**config.mk**
```make
export PLATFORM = sky130hd
export DESIGN_NAME = dlink_tx
export DESIGN_NICKNAME = d
export VERILOG_FILES = /design/src/rtl/dlink_pkg.sv /design/src/rtl/dlink_slot_sel.sv /design/src/rtl/dlink_buf.sv /design/src/rtl/dlink_ring.sv /design/src/rtl/dlink_hdlc.sv /design/src/rtl/dlink_tx.sv
export SDC_FILE = /design/constraint.sdc
export NUM_CORES = 1
export LEC_CHECK = 0
export BUFFER_PORTS_ARGS = -buffer_cell sky130_fd_sc_hd__buf_2
export CAP_MARGIN = 20
export CORE_MARGIN = 2
export CORE_UTILIZATION = 64
export CTS_BUF_LIST = sky130_fd_sc_hd__clkbuf_4 sky130_fd_sc_hd__clkbuf_8
export CTS_CLUSTER_SIZE = 20
export DETAILED_ROUTE_END_ITERATION = 8
export HOLD_SLACK_MARGIN = 0.05
export PLACE_DENSITY_LB_ADDON = 0.15
export SLEW_MARGIN = 20
export SYNTH_ARGS = -nofsm -noshare
export SYNTH_HDL_FRONTEND = slang
export SYNTH_SLANG_ARGS = --single-unit
```
**constraint.sdc**
```tcl
create_clock -name clk -period 7 [get_ports clk]
set_input_delay 0.7 -clock clk [delete_from_list [all_inputs] [get_ports clk]]
set_output_delay 0.7 -clock clk [all_outputs]
set_load 0.02 [all_outputs]
```
**src/rtl/dlink_pkg.sv**
```systemverilog
package dlink_pkg;

    typedef enum logic [1:0] {
        PICK_ALL  = 2'b00,
        PICK_ODD  = 2'b01,
        PICK_EVEN = 2'b10,
        PICK_BOTH = 2'b11
    } frame_pick_t;

    typedef enum logic [1:0] {
        ST_FLAG,
        ST_DATA,
        ST_FCS,
        ST_ABORT
    } hdlc_state_t;

    typedef struct packed {
        logic       eom;
        logic [7:0] data;
    } buf_word_t;

    localparam logic [7:0]  FLAG_OCTET    = 8'h7E;
    localparam logic [15:0] FCS_POLY_REFL = 16'h8408;
    localparam logic [15:0] FCS_INIT      = 16'hFFFF;
    localparam logic [2:0]  STUFF_RUN     = 3'd5;

    function automatic logic [15:0] fcs_next(input logic [15:0] c, input logic b);
        logic fb;
        fb = c[0] ^ b;
        return fb ? ((c >> 1) ^ FCS_POLY_REFL) : (c >> 1);
    endfunction

endpackage

```
**src/rtl/dlink_slot_sel.sv**
```systemverilog
module dlink_slot_sel
    import dlink_pkg::*;
#(
    parameter int SLOT_W = 5,
    parameter int LANE_N = 8,
    localparam int LANE_W = $clog2(LANE_N)
) (
    input  logic              strobe,
    input  logic              pos_fbit,
    input  logic              pos_odd,
    input  logic [SLOT_W-1:0] pos_slot,
    input  logic [LANE_W-1:0] pos_bit,
    input  logic              sel_fbit,
    input  logic [SLOT_W-1:0] sel_slot,
    input  logic [LANE_N-1:0] sel_mask,
    input  logic [1:0]        frame_pick,
    output logic              take
);
    logic frame_ok;
    logic pos_hit;

    always_comb begin
        unique case (frame_pick_t'(frame_pick))
            PICK_ODD:  frame_ok = pos_odd;
            PICK_EVEN: frame_ok = !pos_odd;
            default:   frame_ok = 1'b1;
        endcase
        if (sel_fbit) pos_hit = pos_fbit;
        else          pos_hit = !pos_fbit && (pos_slot == sel_slot) && sel_mask[pos_bit];
        take = strobe && frame_ok && pos_hit;
    end
endmodule

```
**src/rtl/dlink_buf.sv**
```systemverilog
module dlink_buf
    import dlink_pkg::*;
#(
    parameter int DEPTH = 64,
    localparam int AW = $clog2(DEPTH),
    localparam int CW = $clog2(DEPTH + 1)
) (
    input  logic          clk,
    input  logic          rst,
    input  logic          hdlc_mode,
    input  logic [AW-1:0] ring_last,
    input  logic          wr_en,
    input  buf_word_t     wr_word,
    input  logic          pop,
    input  logic [AW-1:0] raw_addr,
    input  logic [CW-1:0] fill_thr,
    output buf_word_t     rd_word,
    output logic          empty,
    output logic          full,
    output logic          low
);
    buf_word_t     mem [DEPTH];
    logic [AW-1:0] wr_ptr, rd_ptr, wrap_at;
    logic [CW-1:0] count;
    logic          accept, do_pop;

    assign full    = (count == CW'(DEPTH));
    assign empty   = (count == '0);
    assign low     = (count < fill_thr);
    assign accept  = wr_en && (!hdlc_mode || !full);
    assign do_pop  = pop && hdlc_mode && !empty;
    assign wrap_at = hdlc_mode ? AW'(DEPTH - 1) : ring_last;
    assign rd_word = mem[hdlc_mode ? rd_ptr : raw_addr];

    always_ff @(posedge clk) begin
        if (accept) mem[wr_ptr] <= wr_word;
    end

    always_ff @(posedge clk) begin
        if (rst) begin
            wr_ptr <= '0;
            rd_ptr <= '0;
            count  <= '0;
        end else begin
            if (accept) wr_ptr <= (wr_ptr == wrap_at) ? '0 : wr_ptr + 1'b1;
            if (do_pop) rd_ptr <= (rd_ptr == AW'(DEPTH - 1)) ? '0 : rd_ptr + 1'b1;
            count <= count + CW'(accept && hdlc_mode) - CW'(do_pop);
        end
    end

    assert_no_overflow_R8: assert property (@(posedge clk) disable iff (rst)
        count <= CW'(DEPTH));
    assert_full_discard_R8: assert property (@(posedge clk) disable iff (rst)
        (hdlc_mode && full && !pop) |=> full);
    assert_no_pop_empty_R7: assert property (@(posedge clk) disable iff (rst)
        !(pop && hdlc_mode && empty));
endmodule

```
**src/rtl/dlink_ring.sv**
```systemverilog
module dlink_ring #(
    parameter int DEPTH = 64,
    localparam int AW = $clog2(DEPTH)
) (
    input  logic          clk,
    input  logic          rst,
    input  logic          en,
    input  logic          take,
    input  logic [AW-1:0] ring_last,
    input  logic [7:0]    rd_data,
    output logic [AW-1:0] addr,
    output logic          bit_out
);
    logic [2:0] bi;

    assign bit_out = rd_data[bi];

    always_ff @(posedge clk) begin
        if (rst) begin
            addr <= '0;
            bi   <= '0;
        end else if (en && take) begin
            bi <= bi + 3'd1;
            if (bi == 3'd7) addr <= (addr >= ring_last) ? '0 : addr + 1'b1;
        end
    end

    assert_ring_wrap_R3: assert property (@(posedge clk) disable iff (rst)
        (en && take && bi == 3'd7 && addr == ring_last) |=> (addr == '0));
endmodule

```
**src/rtl/dlink_hdlc.sv**
```systemverilog
module dlink_hdlc
    import dlink_pkg::*;
(
    input  logic      clk,
    input  logic      rst,
    input  logic      hdlc_mode,
    input  logic      take,
    input  buf_word_t head,
    input  logic      empty,
    output logic      pop,
    output logic      bit_out,
    output logic      underrun
);
    hdlc_state_t st;
    logic [3:0]  idx;
    logic [2:0]  ones;
    logic [7:0]  sh;
    logic        sh_eom;
    logic [15:0] crc;
    logic        cur, stuff_now, load, step;

    always_comb begin
        unique case (st)
            ST_FLAG: cur = FLAG_OCTET[idx[2:0]];
            ST_DATA: cur = sh[idx[2:0]];
            ST_FCS:  cur = ~crc[0];
            default: cur = 1'b1;
        endcase
        stuff_now = (st != ST_ABORT) && (ones == STUFF_RUN);
        load = (idx == 4'd7) && !empty &&
               ((st == ST_FLAG) || (st == ST_DATA && !sh_eom));
        step = hdlc_mode && take && !stuff_now;
        pop = step && load;
        bit_out = stuff_now ? 1'b0 : cur;
    end

    always_ff @(posedge clk) begin
        if (rst) begin
            st       <= ST_FLAG;
            idx      <= '0;
            ones     <= '0;
            sh       <= '0;
            sh_eom   <= 1'b0;
            crc      <= FCS_INIT;
            underrun <= 1'b0;
        end else if (hdlc_mode && take) begin
            if (stuff_now) begin
                ones <= '0;
            end else begin
                unique case (st)
                    ST_FLAG: begin
                        ones <= '0;
                        idx  <= (idx == 4'd7) ? '0 : idx + 4'd1;
                        if (load) begin
                            st     <= ST_DATA;
                            sh     <= head.data;
                            sh_eom <= head.eom;
                            crc    <= FCS_INIT;
                        end
                    end
                    ST_DATA: begin
                        crc  <= fcs_next(crc, cur);
                        ones <= cur ? ones + 3'd1 : '0;
                        if (idx == 4'd7) begin
                            idx <= '0;
                            if (sh_eom) begin
                                st <= ST_FCS;
                            end else if (load) begin
                                sh     <= head.data;
                                sh_eom <= head.eom;
                            end else begin
                                st       <= ST_ABORT;
                                underrun <= 1'b1;
                            end
                        end else begin
                            idx <= idx + 4'd1;
                        end
                    end
                    ST_FCS: begin
                        crc  <= {1'b1, crc[15:1]};
                        ones <= cur ? ones + 3'd1 : '0;
                        if (idx == 4'd15) begin
                            idx <= '0;
                            st  <= ST_FLAG;
                        end else begin
                            idx <= idx + 4'd1;
                        end
                    end
                    default: begin
                        ones <= '0;
                        if (idx == 4'd7) begin
                            idx <= '0;
                            st  <= ST_FLAG;
                        end else begin
                            idx <= idx + 4'd1;
                        end
                    end
                endcase
            end
        end
    end

    assert_stuff_limit_R6: assert property (@(posedge clk) disable iff (rst)
        ones <= STUFF_RUN);
    assert_underrun_sticky_R7: assert property (@(posedge clk) disable iff (rst)
        underrun |=> underrun);
    assert_underrun_abort_R7: assert property (@(posedge clk) disable iff (rst)
        $rose(underrun) |-> (st == ST_ABORT));
endmodule

```
**src/rtl/dlink_tx.sv**
```systemverilog
module dlink_tx
    import dlink_pkg::*;
#(
    parameter int DEPTH  = 64,
    parameter int SLOT_W = 5,
    parameter int LANE_N = 8,
    localparam int AW = $clog2(DEPTH),
    localparam int CW = $clog2(DEPTH + 1),
    localparam int LANE_W = $clog2(LANE_N)
) (
    input  logic              clk,
    input  logic              rst,
    input  logic              hdlc_mode,
    input  logic [AW-1:0]     ring_len_m1,
    input  logic              wr_en,
    input  logic [7:0]        wr_byte,
    input  logic              wr_eom,
    input  logic [CW-1:0]     fill_thr,
    input  logic              sel_fbit,
    input  logic [SLOT_W-1:0] sel_slot,
    input  logic [LANE_N-1:0] sel_mask,
    input  logic [1:0]        frame_pick,
    input  logic              strobe,
    input  logic              pos_fbit,
    input  logic [SLOT_W-1:0] pos_slot,
    input  logic [LANE_W-1:0] pos_bit,
    input  logic              pos_odd,
    output logic              tx_take,
    output logic              tx_bit,
    output logic              fifo_empty,
    output logic              fifo_full,
    output logic              fifo_low,
    output logic              underrun
);
    buf_word_t     wr_word, rd_word;
    logic          pop, ring_bit, hdlc_bit;
    logic [AW-1:0] raw_addr;

    assign wr_word = '{eom: wr_eom, data: wr_byte};
    assign tx_bit  = hdlc_mode ? hdlc_bit : ring_bit;

    dlink_slot_sel #(.SLOT_W(SLOT_W), .LANE_N(LANE_N)) u_sel (
        .strobe(strobe), .pos_fbit(pos_fbit), .pos_odd(pos_odd),
        .pos_slot(pos_slot), .pos_bit(pos_bit), .sel_fbit(sel_fbit),
        .sel_slot(sel_slot), .sel_mask(sel_mask), .frame_pick(frame_pick),
        .take(tx_take)
    );

    dlink_buf #(.DEPTH(DEPTH)) u_buf (
        .clk(clk), .rst(rst), .hdlc_mode(hdlc_mode), .ring_last(ring_len_m1),
        .wr_en(wr_en), .wr_word(wr_word), .pop(pop), .raw_addr(raw_addr),
        .fill_thr(fill_thr), .rd_word(rd_word), .empty(fifo_empty),
        .full(fifo_full), .low(fifo_low)
    );

    dlink_ring #(.DEPTH(DEPTH)) u_ring (
        .clk(clk), .rst(rst), .en(!hdlc_mode), .take(tx_take),
        .ring_last(ring_len_m1), .rd_data(rd_word.data), .addr(raw_addr),
        .bit_out(ring_bit)
    );

    dlink_hdlc u_hdlc (
        .clk(clk), .rst(rst), .hdlc_mode(hdlc_mode), .take(tx_take),
        .head(rd_word), .empty(fifo_empty), .pop(pop), .bit_out(hdlc_bit),
        .underrun(underrun)
    );

    assert_take_needs_strobe_R1: assert property (@(posedge clk) disable iff (rst)
        !strobe |-> !tx_take);
    assert_fbit_only_R1: assert property (@(posedge clk) disable iff (rst)
        (sel_fbit && !pos_fbit) |-> !tx_take);
endmodule

```
==> metrics, run 1 <==
Setup TNS Final 0 ps; Post-CTS Setup Repair Bufs 0; remaining global-route overflow 0; CTS H-tree depth 3; post-synthesis simple-gate area fraction 0.119; worst path setup slack after routing 1220 ps; floorplan row count 74; standby leakage power 9.72 nW; final wirelength 68,400 um; Residual DRC 0; worst reg2reg path depth 8; Fin. Hold Viols 0; Synth-to-Final Area Change 10.0%; beginning of the worst hold path u_hdlc.crc[6]; CP startpoint u_buf.rd_ptr[1]; part of the total power dissipated in sequential elements 0.552; class of the tightest hold or removal check reg2reg; Fill cells roughly 2,700; GRT Resource Usage Total 0.321; Vias per Instance around 6.6; via count of the first global-routing pass 16,700; width of the die 208 um; ant diodes 0; endpoint required time on the critical path 6300 ps; achievable frequency between 150 and 200 MHz; setup repair after global routing missed its margin no; number of antenna violations at the first check in global routing 0; flop and latch count out of synthesis 640; adder and majority gate portion of the synthesized area 0.0172; clock sinks 640; asr flop ratio synth 0; critical path launch point type flip-flop; post-synthesis average cell area 13.8 um2; reg-to-reg endpoint u_buf.mem[43][2]; outcome complete, no violations; fraction of synthesized cell area taken by the top area cell type 0.649; share of synthesized area spent on multiplexers 0.0712; Final Wtd Congestion 0.922; number of buffers created by CTS 100; clock tree root driver cell sky130_fd_sc_hd__clkbuf_8; xor and xnor area share after synthesis 0.0102; logic gate share of total power 0.045; maximum fanout along the worst path 99; combinational family with the most area after synthesis simple AND/OR/NAND/NOR gates; power share of the clock group 0.403; total I/O pin count 59; worst slew margin relative to its limit 0.211; wire length on met1 approximately 26,000 um; share of final-layout standard cells stronger than drive strength 1 0.151; post_cts resized 0; 1st-pass router iterations 8; clock tree skew after final layout between 30 and 40 ps; initial core utilization 0.650; clock transition at the register clock pins on the worst setup and hold paths after CTS 60 ps; cts-stage hold buffer count 0; area of the die between 40,000 and 50,000 um2; cell taking the most area after synthesis sky130_fd_sc_hd__edfxtp_1; half-perimeter wire length after detailed placement 41,900 um; final hold slack 468 ps; Core Footprint 41,000 um2; most frequent cell after synthesis sky130_fd_sc_hd__edfxtp_1; CTS tree done; met3 wire length 8440 um; cell types with the highest counts after synthesis sky130_fd_sc_hd__edfxtp_1 (576), sky130_fd_sc_hd__nand2_1 (353), sky130_fd_sc_hd__nor2_1 (129); primary flip-flop cell chosen by synthesis mapping sky130_fd_sc_hd__edfxtp_1; total of warnings raised by yosys 0; flop-to-flop setup slack approximately 3000 ps; reported max-cap violation count 0; EDFF count, synth 576; area fraction in compound gates after synthesis 0.0620; number of nets with antenna violations after detailed routing 0; CP endpoint kind output port; clk_lat worst skew 720 ps; pin count of the biggest net entering global routing 100; highest metal used met4; fin. max-slew vios 0; Tightest Pin Transition 1180 ps; signal arrival time at the worst endpoint 5080 ps; critical path start-end classification reg2out; Seq. cell area ~19,000 um2; wire length on met2 slightly above 30,000 um; number of nets in the synthesized netlist 2,020; number of different library cells in the post-synthesis netlist 70; final routed wire length divided by cell count 26.1 um; cell-internal power 0.00596 W; post-route clock period utilization 0.825; area occupied by multi-input gates 7530 um2; via total after detailed routing ~17,000; sequential fraction of the synthesis area 0.697; maximum vdd ir drop between 0.2 and 0.3 mV; I/O Buffers 58; worst-case setup slack after placement 1660 ps; Area contributors post-synth sky130_fd_sc_hd__edfxtp_1 (65%), sky130_fd_sc_hd__nand2_1 (5.0%), sky130_fd_sc_hd__dfxtp_1 (4.8%); y dimension of the die 208 um; CTS max path bufs 3; Min Clock Period, post-route between 5000 and 6000 ps; wire length of the first global-routing pass 102,000 um; switching power 0.00168 W; Power Dens Cells ~260 nW/um2; DRT iter0 DRCs 2,365; total setup violations reported at the end of the flow 0; Critical Path Sink tx_bit; number of nets in the layout 2,097; Switching Share 0.220; post-synthesis cell count just under 2,000; cell area after synthesis between 20,000 and 30,000 um2; R2R Path Start u_buf.count[4]
-- kinds of logic after synthesis --
family / after synthesis
fa+ha+maj: 36
buf+inv: 137
simple gates: 712
compound gates: 250
flops: 640
mux: 125
xor+xnor: 31
-- through the flow --
step | instance area (um2) | std cells | util | total power (W)
floorplan | 26700 | 1931 | - | 0.00448
global placement | 27400 | 2438 | 0.667 | 0.00462
detailed placement | 27400 | 2438 | 0.667 | 0.00463
CTS | 29300 | 2618 | 0.715 | 0.00766
global route | 29300 | 2618 | 0.715 | 0.00786
finish | 29300 | 2618 | 0.715 | 0.00764
-- worst max-delay path: stages (launching register included) --
cell                        delay [ps]
sky130_fd_sc_hd__dfxtp_1           600
sky130_fd_sc_hd__mux2_8            730
sky130_fd_sc_hd__buf_4             560
sky130_fd_sc_hd__mux4_1            440
sky130_fd_sc_hd__nand3_1           120
sky130_fd_sc_hd__nand4_1           110
sky130_fd_sc_hd__nor3_1            480
sky130_fd_sc_hd__o2111ai_1         340
sky130_fd_sc_hd__o2111ai_1         340
sky130_fd_sc_hd__o211ai_1          250
sky130_fd_sc_hd__buf_2             230
-- per-layer routing --
layer / vias up / global-route usage
li1: 7446 / -
met1: 8488 / 0.442
met2: 1175 / 0.482
met3: 209 / 0.0933
met4: 0 / 0.143
met5: - / 0
-- power groups by stage --
stage	sequential [W]	combinational, W	clock, W
floorplan	0.00428	0.000194	0
global placement	0.00429	0.000325	0
detailed placement	0.00429	0.000339	0
finish	0.00421	0.000343	0.00308
CTS	0.00422	0.000341	0.00311
global route	0.00422	0.000378	0.00327
-- how the worst min path moves through the flow --
stage	cells past startpoint	slack (ps)	to
detailed placement	1	450	u_hdlc.crc[6]
floorplan	1	440	u_hdlc.crc[1]
finish	1	470	u_hdlc.crc[6]
global route	1	480	u_hdlc.crc[12]
CTS	1	470	u_hdlc.crc[6]
global placement	1	440	u_hdlc.crc[2]
-- registers in the layout, indices dropped and copies added (netlist names), named ones only --
signal           flops
u_buf.rd_ptr         6
u_buf.count          7
u_buf.wr_ptr         6
u_hdlc.underrun      1
u_ring.bi            3
u_buf.mem          576
u_hdlc.sh_eom        1
u_hdlc.ones          3
u_hdlc.sh            8
u_hdlc.crc          16
u_ring.addr          6
u_hdlc.st            2
u_hdlc.idx           4
-- final cells by class --
cell class,instances,area share
flip-flops and latches,640,0.633
well taps,532,0.0227
repair buffers,82,0.0167
clock inverters,39,0.00802
inverters,30,0.00384
clock buffers,141,0.0587
multi-input cells,1154,0.257
-- cell usage in the layout (no fill, tap or decap), types with 8 or more instances in the layout --
cell type,instances
sky130_fd_sc_hd__clkbuf_8,106
sky130_fd_sc_hd__o2111ai_1,8
sky130_fd_sc_hd__nor3b_1,8
sky130_fd_sc_hd__xnor2_1,11
sky130_fd_sc_hd__a22oi_1,10
sky130_fd_sc_hd__inv_1,30
sky130_fd_sc_hd__ha_1,35
sky130_fd_sc_hd__o22ai_1,24
sky130_fd_sc_hd__mux2i_1,65
sky130_fd_sc_hd__a21oi_1,83
sky130_fd_sc_hd__o21ai_0,16
sky130_fd_sc_hd__buf_2,55
sky130_fd_sc_hd__edfxtp_1,576
sky130_fd_sc_hd__buf_4,26
sky130_fd_sc_hd__nor3_1,20
sky130_fd_sc_hd__a31oi_1,25
sky130_fd_sc_hd__clkinv_1,21
sky130_fd_sc_hd__a211oi_1,8
sky130_fd_sc_hd__dfxtp_1,64
sky130_fd_sc_hd__nand4_1,43
sky130_fd_sc_hd__clkbuf_4,35
sky130_fd_sc_hd__xor2_1,20
sky130_fd_sc_hd__mux4_2,41
sky130_fd_sc_hd__a32oi_1,13
sky130_fd_sc_hd__nand3_1,85
sky130_fd_sc_hd__clkinv_2,12
sky130_fd_sc_hd__nand2_1,353
sky130_fd_sc_hd__a211o_1,15
sky130_fd_sc_hd__nand3b_1,10
sky130_fd_sc_hd__nor2b_1,10
sky130_fd_sc_hd__nor4_1,16
sky130_fd_sc_hd__nor2_1,129
(Power assumes the default switching activity.)
==> run 2: changes to the inputs <==
CORE_UTILIZATION = 59   (was 64)
clock period = 4.94 ns   (was 7 ns; I/O delays follow)
==> metrics, run 2 (same netlist as run 1, synthesis figures left out) <==
outcome complete, no violations; signal arrival time at the worst endpoint 4260 ps; Post-CTS Setup Repair Bufs 0; final routed wire length divided by cell count 25.7 um; registers with the most flip-flops u_buf.mem: 576 flops, u_hdlc.crc: 16 flops, u_hdlc.sh: 8 flops; worst-case setup slack after placement about 700 ps; reported max-cap violation count 0; clock sinks 640; CTS tree done; pin count of the biggest net entering global routing 83; placed cells 2,543; achievable frequency 210 MHz; remaining global-route overflow 0; Tightest Pin Transition 1140 ps; critical path start-end classification reg2out; worst path setup slack after routing 186 ps; maximum fanout along the worst path 32; I/O Buffers 58; number of nets in the layout around 2,100; CTS max path bufs 3; critical path launch point type flip-flop; y dimension of the die 217 um; register bank with the most flops u_buf.mem; number of flip-flops in the largest register 576; setup repair after global routing missed its margin no; GRT Resource Usage Total 0.301; Min Clock Period, post-route between 4000 and 5000 ps; number of buffers created by CTS 102; endpoint required time on the critical path between 4000 and 5000 ps; via total after detailed routing 17,100; number of cells in the finished layout apart from fillers 2,735; share of final-layout standard cells stronger than drive strength 1 0.170; Fin. Hold Viols 0; DRT iter0 DRCs 2,150; final wirelength 70,300 um; Power Dens Cells 365 nW/um2; highest-count cells in the layout ignoring fill and taps sky130_fd_sc_hd__edfxtp_1 (576), sky130_fd_sc_hd__nand2_1 (353), sky130_fd_sc_hd__nor2_1 (129), sky130_fd_sc_hd__clkbuf_8 (110), sky130_fd_sc_hd__nand3_1 (85); most common cell after layout, fill and taps aside sky130_fd_sc_hd__edfxtp_1; Synth-to-Final Area Change 12.0%; count of buffering cells on the critical path with inverters included 1; most used cell, CP sky130_fd_sc_hd__nor3_1; floorplan row count 77; Final Wtd Congestion 0.910; Residual DRC 0; clk_lat worst skew between 700 and 800 ps; half-perimeter wire length after detailed placement 43,100 um; Vias per Instance 6.27; width of the die about 220 um; number of nets with antenna violations after detailed routing 0; cell with the biggest individual delay on the critical path sky130_fd_sc_hd__a31o_2; number of antenna violations at the first check in global routing 1; clock tree root driver cell sky130_fd_sc_hd__clkbuf_8; clock tree skew after final layout 40.6 ps; CP endpoint kind output port; CP peak stage delay roughly 750 ps; Setup TNS Final 0 ps; area of the die approximately 47,000 um2; fin. max-slew vios 0; Core Footprint 44,400 um2; 1st-pass router iterations 6; clock transition at the register clock pins on the worst setup and hold paths after CTS ~60 ps; standby leakage power between 10 and 15 nW; wire length of the first global-routing pass 104,000 um; total I/O pin count 59; post-route clock period utilization 0.962; maximum vdd ir drop ~0.30 mV; via count of the first global-routing pass 16,500; gate family responsible for the most delay along the worst path compound AO/OA/AOI/OAI gates; total setup violations reported at the end of the flow 0; CTS H-tree depth 3; initial core utilization 0.600; Critical Path, Cell by Cell nor3b_1 > a31o_2 > a32oi_1 > o2111ai_1 > o22ai_1 > nor3_1 > and3b_1 > nor3_1 > o211ai_1 > buf_2; class of the tightest hold or removal check in2reg; worst slew margin relative to its limit 0.234
run 2: cell types whose count changed in the layout (fill, tap and decap cells not counted), moves of 2 or more:
cell | previous run | this run
sky130_fd_sc_hd__buf_4 | 26 | 69
sky130_fd_sc_hd__clkinv_1 | 21 | 26
sky130_fd_sc_hd__clkbuf_8 | 106 | 110
sky130_fd_sc_hd__buf_12 | 1 | 3
sky130_fd_sc_hd__mux2_4 | 0 | 2
run 2: routing by layer:
layer	track usage	up-vias	routed length [um]
met5	0	-	0
met1	0.434	8461	28600
met4	0.106	0	2300
met3	0.0625	145	7310
li1	-	7550	-
met2	0.462	982	32000
run 2: area by class of cell:
class,instances,area (um2)
clock buffer,146,1780
fill,3133,14500
inverter,30,113
sequential,640,18600
timing repair buffer,127,853
antenna,1,2.50
multi-input combinational,1156,7560
clock inverter,43,240
tap,592,741
run 2: path summary, 6_finish.rpt:
kind | startpoint | end | slack (ps) | depth (start not counted)
worst max-delay path | u_ring.addr[1] | tx_bit | 190 | 10
worst min-delay path | sel_fbit | u_hdlc.underrun | 320 | 4
worst max register to register | u_buf.count[4] | u_buf.count[6] | 1160 | 17
worst min register to register | u_hdlc.crc[15] | u_hdlc.crc[15] | 460 | 1
run 2: report_power, final:
group | switching (W) | internal (W)
Clock | 0.00205 | 0.00238
Sequential | 0.0000286 | 0.00594
Combinational | 0.000335 | 0.000173
run 2: through the flow:
step                       util  hold slack, ps  power [W]  instance area, um2
after CTS                 0.672             280     0.0110               29800
after global placement    0.626             444    0.00656               27800
after global routing      0.673             334     0.0113               29900
after floorplan               -             435    0.00635               26700
after detailed placement  0.626             452    0.00659               27800
final                     0.673             322     0.0109               29900
run 2: worst register-to-register path, cell delays in order (launching register included):
cell and delay, ps:
sky130_fd_sc_hd__dfxtp_1 370, sky130_fd_sc_hd__inv_1 80, sky130_fd_sc_hd__ha_1 200, sky130_fd_sc_hd__nand2_1 90, sky130_fd_sc_hd__nor4_1 50, sky130_fd_sc_hd__buf_4 150
sky130_fd_sc_hd__or3_1 460, sky130_fd_sc_hd__nor3_4 410, sky130_fd_sc_hd__ha_1 210, sky130_fd_sc_hd__inv_1 40, sky130_fd_sc_hd__ha_1 210, sky130_fd_sc_hd__fa_1 450
sky130_fd_sc_hd__a21oi_1 160, sky130_fd_sc_hd__o21bai_1 110, sky130_fd_sc_hd__a21oi_1 160, sky130_fd_sc_hd__nor2_1 70, sky130_fd_sc_hd__or3_1 350, sky130_fd_sc_hd__a21oi_1 140
run 2: timing repair:
item	CTS	global route
endpoints found under the setup margin	0	1
hold buffers	0	0
gates resized for setup	0	1
==> run 3: changes to the inputs <==
==> constraint.sdc (replaced) <==
create_clock -name clk -period 4.94 [get_ports clk]
set_input_delay 0 -clock clk [delete_from_list [all_inputs] [get_ports clk]]
set_output_delay 0 -clock clk [all_outputs]
set_load 0.02 [all_outputs]
==> metrics, run 3 (same netlist as run 1, synthesis figures left out) <==
outcome complete, no violations; total I/O pin count 59; clock tree root driver cell sky130_fd_sc_hd__clkbuf_8; y dimension of the die 217 um; post-route design area 29,800 um2; Power Dens Cells 363 nW/um2; registers with the most flip-flops u_buf.mem: 576 flops, u_hdlc.crc: 16 flops, u_hdlc.sh: 8 flops; Fin. Hold Viols 0; Tightest Pin Transition 1110 ps; most common cell after layout, fill and taps aside sky130_fd_sc_hd__edfxtp_1; Final Wtd Congestion between 0.9 and 1; clock tree skew after final layout a little over 30 ps; clock transition at the register clock pins on the worst setup and hold paths after CTS about 60 ps; final wirelength 67,000 um; worst slew margin relative to its limit 0.261; ant diodes 0; wire length of the first global-routing pass 101,000 um; width of the die 217 um; number of nets in the layout 2,143; number of flip-flops in the largest register 576; worst-case setup slack after placement 951 ps; fin. max-slew vios 0; critical path launch point type flip-flop; signal arrival time at the worst endpoint 4760 ps; share of final-layout standard cells stronger than drive strength 1 0.159; GRT Resource Usage Total 0.289; half-perimeter wire length after detailed placement 41,200 um; Synth-to-Final Area Change 11.8%; highest-count cells in the layout ignoring fill and taps sky130_fd_sc_hd__edfxtp_1 (576), sky130_fd_sc_hd__nand2_1 (353), sky130_fd_sc_hd__nor2_1 (129), sky130_fd_sc_hd__clkbuf_8 (109), sky130_fd_sc_hd__nand3_1 (85); I/O Buffers 58; maximum fanout along the worst path 66; Post-CTS Setup Repair Bufs 0; maximum vdd ir drop approximately 0.21 mV; R2R Path Start u_buf.rd_ptr[0]; initial core utilization 0.600; total setup violations reported at the end of the flow 0; Min Clock Period, post-route 4760 ps; DRT iter0 DRCs 2,114; via count of the first global-routing pass around 17,000; final routed wire length divided by cell count 24.6 um; cell with the biggest individual delay on the critical path sky130_fd_sc_hd__mux2_8; CP endpoint kind output port; beginning of the worst hold path hdlc_mode; floorplan row count 77; pin count of the biggest net entering global routing 96; CTS H-tree depth 3; remaining global-route overflow 0; Final Power 0.0108 W; via total after detailed routing approximately 17,000; CTS max path bufs 3; post_cts resized 0; clock sinks 640; Critical Path, Cell by Cell mux2_8 > mux4_1 > nand3_1 > nand4_1 > nor3_1 > o2111ai_1 > o2111ai_1 > o211ai_1 > buf_2; worst min-delay path endpoint u_hdlc.ones[0]; number of nets with antenna violations after detailed routing 0; Vias per Instance between 6 and 7; most used cell, CP sky130_fd_sc_hd__o2111ai_1; 1st-pass router iterations 6; register bank with the most flops u_buf.mem; cts-stage hold buffer count 16; Hold Crit Depth 4; number of antenna violations at the first check in global routing 0; worst reg2reg path depth 8; gate family responsible for the most delay along the worst path multiplexers; Setup TNS Final 0 ps; reg-to-reg endpoint u_hdlc.sh[7]; Core Footprint roughly 44,000 um2; endpoint required time on the critical path 4940 ps; setup repair after global routing missed its margin no; clk_lat worst skew 690 ps; count of buffering cells on the critical path with inverters included 1; Fill cells ~3,100; post-route clock period utilization 0.964; standby leakage power 9.94 nW; achievable frequency 210 MHz; class of the tightest hold or removal check in2reg; worst path setup slack after routing around 180 ps; Post-DP Area 27,600 um2; area of the die between 40,000 and 50,000 um2; flop-to-flop setup slack 1120 ps; critical path start-end classification reg2out; CTS tree done; number of buffers created by CTS 101; CP peak stage delay 720 ps; Residual DRC 0; reported max-cap violation count 0
[run 3: metal layers]
layer | vias up | track usage | wire [um]
li1 | 7530 | - | -
met1 | 8432 | 0.406 | 26700
met2 | 950 | 0.446 | 30900
met3 | 126 | 0.0592 | 7030
met4 | 0 | 0.122 | 2350
met5 | - | 0 | 0
[run 3: how the worst max path moves through the flow]
stage / startpoint / end / slack [ps] / cells past startpoint
final: u_buf.rd_ptr[0] / tx_bit / 180 / 9
after global routing: u_buf.rd_ptr[0] / tx_bit / 30 / 8
after CTS: u_buf.rd_ptr[0] / tx_bit / 190 / 8
after detailed placement: u_buf.rd_ptr[0] / tx_bit / 950 / 8
after global placement: hdlc_mode / tx_bit / 1000 / 9
after floorplan: u_buf.count[5] / u_buf.count[6] / 1180 / 17
[run 3: metrics by stage]
step	utilization	hold WS (ps)	std cells
2_1_floorplan	-	98.9	1931
3_3_place_gp	0.622	443	2523
3_5_place_dp	0.623	446	2524
4_1_cts	0.670	73.8	2721
5_1_grt	0.671	165	2724
6_report	0.671	102	2724
[run 3: worst register-to-register path: stages (launching register included)]
cell	delay, ps
sky130_fd_sc_hd__dfxtp_1	630
sky130_fd_sc_hd__mux2_8	720
sky130_fd_sc_hd__mux4_1	810
sky130_fd_sc_hd__nand3_1	130
sky130_fd_sc_hd__nand4_1	100
sky130_fd_sc_hd__nor3_1	600
sky130_fd_sc_hd__o2111ai_1	380
sky130_fd_sc_hd__mux2i_1	240
sky130_fd_sc_hd__nor2_1	60
[run 3: cell type report]
class                      instances  area [um2]  share of cell area
clock inverter                    35         186             0.00625
sequential                       640       18600               0.623
multi-input combinational       1154        7530               0.252
clock buffer                     146        1780              0.0596
inverter                          30         113             0.00378
tap                              592         741              0.0248
timing repair buffer             127         888              0.0298
[run 3: report_power, final]
part | internal, W | switching [W] | total (W)
sequential | 0.00594 | 0.0000296 | 0.00597
clock | 0.00235 | 0.00201 | 0.00436
combinational | 0.000170 | 0.000328 | 0.000498
total | 0.00847 | 0.00236 | 0.0108
